$ cat config.mk
export PLATFORM = sky130hd
export DESIGN_NAME = card_reg_irq
export DESIGN_NICKNAME = d
export VERILOG_FILES = /design/src/rtl/card_pkg.sv /design/src/rtl/card_wr_decode.sv /design/src/rtl/card_ctrl_regs.sv /design/src/rtl/card_irq_out.sv /design/src/rtl/card_reg_irq.sv
export SDC_FILE = /design/constraint.sdc
export NUM_CORES = 1
export LEC_CHECK = 0
export ABC_AREA = 0
export BUFFER_PORTS_ARGS = -buffer_cell sky130_fd_sc_hd__buf_4
export CAP_MARGIN = 40
export CELL_PAD_IN_SITES_DETAIL_PLACEMENT = 1
export CELL_PAD_IN_SITES_GLOBAL_PLACEMENT = 1
export CORE_ASPECT_RATIO = 1.1
export CORE_MARGIN = 10
export CORE_UTILIZATION = 25
export CTS_CLUSTER_DIAMETER = 30
export DETAILED_ROUTE_END_ITERATION = 10
export HOLD_SLACK_MARGIN = 0.12
export PLACE_DENSITY = 0.79
export SKIP_LAST_GASP = 1
export SLEW_MARGIN = 20
export SYNTH_ARGS = -nofsm -noshare
export SYNTH_HDL_FRONTEND = slang
export SYNTH_SLANG_ARGS = --single-unit
$ cat constraint.sdc
create_clock -name clk_i -period 0.8 [get_ports clk_i]
set_input_delay 0.04 -clock clk_i [delete_from_list [all_inputs] [get_ports clk_i]]
set_output_delay 0.04 -clock clk_i [all_outputs]
set_load 0.1 [all_outputs]
$ cat src/rtl/card_pkg.sv
package card_pkg;
  localparam int unsigned ADDR_W = 2;
  localparam int unsigned DATA_W = 8;
  localparam int unsigned LVL_W  = 2;
  localparam int unsigned N_IRQ  = 1 << LVL_W;

  localparam logic [ADDR_W-1:0] A_ID   = 2'd0;
  localparam logic [ADDR_W-1:0] A_STAT = 2'd1;
  localparam logic [ADDR_W-1:0] A_PACE = 2'd2;

  // status word bit positions
  localparam int unsigned S_BUSY  = 0;
  localparam int unsigned S_LVL   = 4;
  localparam int unsigned S_EN    = 7;

  typedef struct packed {
    logic id;
    logic stat;
    logic pace;
  } wr_sel_t;
endpackage

$ cat src/rtl/card_wr_decode.sv
module card_wr_decode
  import card_pkg::*;
(
  input  logic              wr_i,
  input  logic [ADDR_W-1:0] addr_i,
  output wr_sel_t           sel_o
);
  always_comb begin
    sel_o      = '0;
    sel_o.id   = wr_i && (addr_i == A_ID);
    sel_o.stat = wr_i && (addr_i == A_STAT);
    sel_o.pace = wr_i && (addr_i == A_PACE);
  end
endmodule

$ cat src/rtl/card_ctrl_regs.sv
module card_ctrl_regs
  import card_pkg::*;
#(
  parameter int unsigned PACE_W = 8,
  parameter logic [PACE_W-1:0] PACE_MIN = 8'h01
) (
  input  logic              clk_i,
  input  logic              rst_ni,
  input  wr_sel_t           sel_i,
  input  logic [DATA_W-1:0] wdata_i,
  output logic              en_o,
  output logic [PACE_W-1:0] pace_o,
  output logic              soft_rst_o
);
  logic              en_q;
  logic [PACE_W-1:0] pace_q;
  logic              soft_q;

  // the soft reset wins over any other write in the same cycle
  always_ff @(posedge clk_i or negedge rst_ni) begin
    if (!rst_ni) begin
      en_q   <= 1'b0;
      pace_q <= PACE_MIN;
      soft_q <= 1'b0;
    end else begin
      soft_q <= sel_i.id;
      if (sel_i.id) begin
        en_q   <= 1'b0;
        pace_q <= PACE_MIN;
      end else begin
        if (sel_i.stat) en_q   <= wdata_i[S_EN];
        if (sel_i.pace) pace_q <= wdata_i[PACE_W-1:0];
      end
    end
  end

  assign en_o       = en_q;
  assign pace_o     = pace_q;
  assign soft_rst_o = soft_q;

  p_soft_clear_r2: assert property (@(posedge clk_i) disable iff (!rst_ni)
    sel_i.id |=> (!en_q && pace_q == PACE_MIN && soft_q));
  p_en_hold_r1: assert property (@(posedge clk_i) disable iff (!rst_ni)
    !(sel_i.id || sel_i.stat) |=> $stable(en_q));
  p_pace_hold_r7: assert property (@(posedge clk_i) disable iff (!rst_ni)
    !(sel_i.id || sel_i.pace) |=> $stable(pace_q));
  p_en_load_r3: assert property (@(posedge clk_i) disable iff (!rst_ni)
    (sel_i.stat && !sel_i.id) |=> (en_q == $past(wdata_i[S_EN])));
endmodule

$ cat src/rtl/card_irq_out.sv
module card_irq_out
  import card_pkg::*;
(
  input  logic              en_i,
  input  logic              busy_i,
  input  logic [LVL_W-1:0]  level_i,
  output logic [N_IRQ-1:0]  irq_o,
  output logic [DATA_W-1:0] status_o
);
  logic gate;
  assign gate = en_i && !busy_i;

  for (genvar g = 0; g < N_IRQ; g++) begin : g_line
    assign irq_o[g] = gate && (level_i == LVL_W'(g));
  end

  always_comb begin
    status_o                    = '0;
    status_o[S_EN]              = en_i;
    status_o[S_LVL+:LVL_W]      = level_i;
    status_o[S_BUSY]            = busy_i;
  end

  always_comb begin
    p_irq_onehot_r8: assert ($onehot0(irq_o));
  end
endmodule

$ cat src/rtl/card_reg_irq.sv
module card_reg_irq
  import card_pkg::*;
#(
  parameter int unsigned PACE_W = 8,
  parameter logic [PACE_W-1:0] PACE_MIN = 8'h01
) (
  input  logic              clk_i,
  input  logic              rst_ni,
  input  logic              wr_i,
  input  logic [1:0]        addr_i,
  input  logic [7:0]        wdata_i,
  input  logic [1:0]        level_i,
  input  logic              busy_i,
  output logic [7:0]        status_o,
  output logic [PACE_W-1:0] pace_o,
  output logic              soft_rst_o,
  output logic [3:0]        irq_o
);
  wr_sel_t sel;
  logic    en;

  card_wr_decode u_dec (
    .wr_i   (wr_i),
    .addr_i (addr_i),
    .sel_o  (sel)
  );

  card_ctrl_regs #(.PACE_W(PACE_W), .PACE_MIN(PACE_MIN)) u_regs (
    .clk_i      (clk_i),
    .rst_ni     (rst_ni),
    .sel_i      (sel),
    .wdata_i    (wdata_i),
    .en_o       (en),
    .pace_o     (pace_o),
    .soft_rst_o (soft_rst_o)
  );

  card_irq_out u_irq (
    .en_i     (en),
    .busy_i   (busy_i),
    .level_i  (level_i),
    .irq_o    (irq_o),
    .status_o (status_o)
  );

  p_irq_gate_r9: assert property (@(posedge clk_i) disable iff (!rst_ni)
    (irq_o != '0) |-> (status_o[S_EN] && !busy_i));
  p_irq_level_r8: assert property (@(posedge clk_i) disable iff (!rst_ni)
    (irq_o != '0) |-> irq_o[level_i]);
  p_soft_pulse_r2: assert property (@(posedge clk_i) disable iff (!rst_ni)
    soft_rst_o |-> !status_o[S_EN]);
endmodule

==> results.cfg <==
[final_layout]
layout-drive-gt1-share_pct = 67.59
syn_to_final_growth_pct = 128.7
fin_nets = 125
register_area_um2 = 282.8
fillers = 222
multi_input_area_um2 = 255.2
final_cell_area_um2 = 1265
antenna_cells = 0

[grt]
antenna_found_initial = 0
grt_max_degree = 11
grt_pass1_wl_um = 3422
grt_use_total_pct = 9.677
grt_pass1_vias = 667
grt-ovfl-total = 0

[clock_tree]
clk_pin_slew_ps = 70
cts-root-buf = clkbuf_4
cts_max_level = 1
clk_path_buf_depth = 2
cts_tree = done
clkLatencyLatePin_ps = 250
cts_sinks = 10
cts_buffers = 3

[power]
power_density_nw_per_um2 = 1934
power_leakage_nw = 0.5935
ir_worst_vdd_uv = 982.0
power_mw = 2.446

[run]
max_cap_viol_count = 0

[place]
dp.final_hpwl_um = 1438
port-buffer-count = 32
dp_slack_ps = -240.0
placedInstanceArea_um2 = 878.3
gp_congestion = 0.6562

[floorplan]
die_y_um = 69.33
die-area_um2 = 4496
start_util_pct = 26.80
ios = 37
std_cell_rows = 17
core_um2 = 2063
die_w_um = 64.85

[synth]
synth.yosys.seq_area_share_pct = 45.48
yosysWarnings = 0
synth_top_area_cell = dfrtp_1
synth_xor_area_share_pct = 0
synth_top_family_by_area = buffers and inverters
ys_types = 16
synth_top_area_share_pct = 40.72
yosysMostFrequentCell = dfrtp_1
synthCells = 54
synth_edf_count = 0
synth_simple_gate_area_share_pct = 17.42
ys.flop_type = dfrtp_1
netlist_area_um2 = 553.0
ys_ff_latch = 10
synth-compound-area-share_pct = 0
avgSynthCellArea_um2 = 10.24
synthArstFlopShare_pct = 100.0
synthTopCellsByCount = dfrtp_1, buf_4, inv_1, mux2i_1, nand2_1
synth_fa_ha_area_share_pct = 0
ys_top_cells_by_area = dfrtp_1, mux2i_1, buf_4
synth_mux_area_share_pct = 17.19

[setup_path]
crit_family = flip-flops
max_stage_delay_ps = 410
cp_slowest_cell = dfrtp_1
crit_buf_inv = 2
critPathMaxFanout = 2
crit_path_end_kind = output pin
cp.arrival_ps = 1230
path_cells = buf_4 > and4b_2 > buf_12
cp.required_ps = 760
crit_path_start_kind = register
crit_type = reg -> out

[timing]
fin_crit_ps = 1273
finalSetupViolations = 23
fin_tns_setup_ps = -4294
finalClockSkew_ps = 0
finalHoldViolCount = 0
max_freq_mhz = 785.7
setup_slack_ps = -472.8
slew_violations = 0
rsz0062_at_grt = yes
post-route-period-util_pct = 159.1
holdWs_ps = 131.2

[hold_path]
hold_class = in -> reg

[run_status]
violations = setup timing
status = complete, but fails checks

[detailed_routing]
vias = 567
viasPerCell = 4.169
first_iter_violations = 8
drc = 0
routedWlPerCell_um = 16.33
drt_wl_total_um = 2221
first_pass_iters = 3
detail-route-antenna-nets = 0
-- path summary, 6_finish.rpt --
path	from	end	slack, ps	cells after the start
worst max-delay path	u_regs.en_o	irq_o[3]	-470	3
worst min-delay path	wr_i	u_regs.en_o	130	3
worst max register to register	u_regs.en_o	u_regs.en_o	-90	4
worst min register to register	u_regs.pace_o[4]	u_regs.pace_o[4]	700	3
max in group asynchronous	rst_ni	u_regs.pace_o[0]	420	2
min in group asynchronous	rst_ni	u_regs.pace_o[4]	150	2
-- layout make-up --
| class | count | area share, % |
|---|---|---|
| tap | 28 | 2.770 |
| multi-input combinational | 29 | 20.18 |
| timing repair buffer | 57 | 50.05 |
| sequential | 10 | 22.35 |
| clock buffer | 4 | 2.077 |
| inverter | 8 | 2.572 |
-- worst reg2reg max path: stages (launching register included) --
cell and delay [ps]:
dfrtp_1 390, inv_4 80, buf_4 130, buf_4 120, mux2i_1 110
-- kinds of logic (layout without fill, tap and decap cells) --
group	after synthesis	count (layout)
buffers and inverters	18	69
AND/OR/NAND/NOR	16	16
flip-flops	10	10
multiplexers	9	9
other	1	4
-- registers in the layout, summed over array words and instances, names as in the netlist --
name,flops
u_regs.pace_o,8
u_regs.en_o,1
u_regs.soft_rst_o,1
-- report_power, final --
part           internal [mW]  leakage, nW  total [mW]  switching (mW)
clock                  0.192       0.0150       0.358           0.166
combinational          0.541        0.463        1.40           0.859
sequential             0.609        0.115       0.688          0.0788
-- metrics by stage --
stage | utilization [%] | instances
floorplan | - | 57
global placement | 42.57 | 112
detailed placement | 42.57 | 112
CTS | 58.70 | 134
global route | 61.31 | 136
finish | 61.31 | 136
-- layer usage --
| metal | wire length, um | vias up | global-route usage, % |
|---|---|---|---|
| met2 | 1337 | 17 | 18.80 |
| met5 | 0 | - | 0 |
| met4 | 6 | 0 | 1.415 |
| li1 | - | 265 | - |
| met1 | 774 | 283 | 9.300 |
| met3 | 103 | 2 | 3.704 |
-- cells in the final DEF, fill, tap and decap left out, drive strengths merged --
master,netlist,routed
inv,8,8
dfstp,1,1
clkbuf,0,4
and4b,1,1
dlygate4sd3,0,10
nor2b,3,3
buf,10,46
mux2i,8,8
nor4,1,1
mux2,1,1
dlymetal6s4s,0,1
conb,1,4
dfrtp,9,9
nand2b,1,1
nand2,8,8
nor4b,2,2
-- timing repair --
item	4_1_cts	5_1_grt
hold buffers	11	1
setup buffers	7	2
gates resized for setup	35	11
pin swaps	0	1
hold endpoints to repair	20	6
setup endpoints to repair	15	23
(Power assumes the default switching activity.)
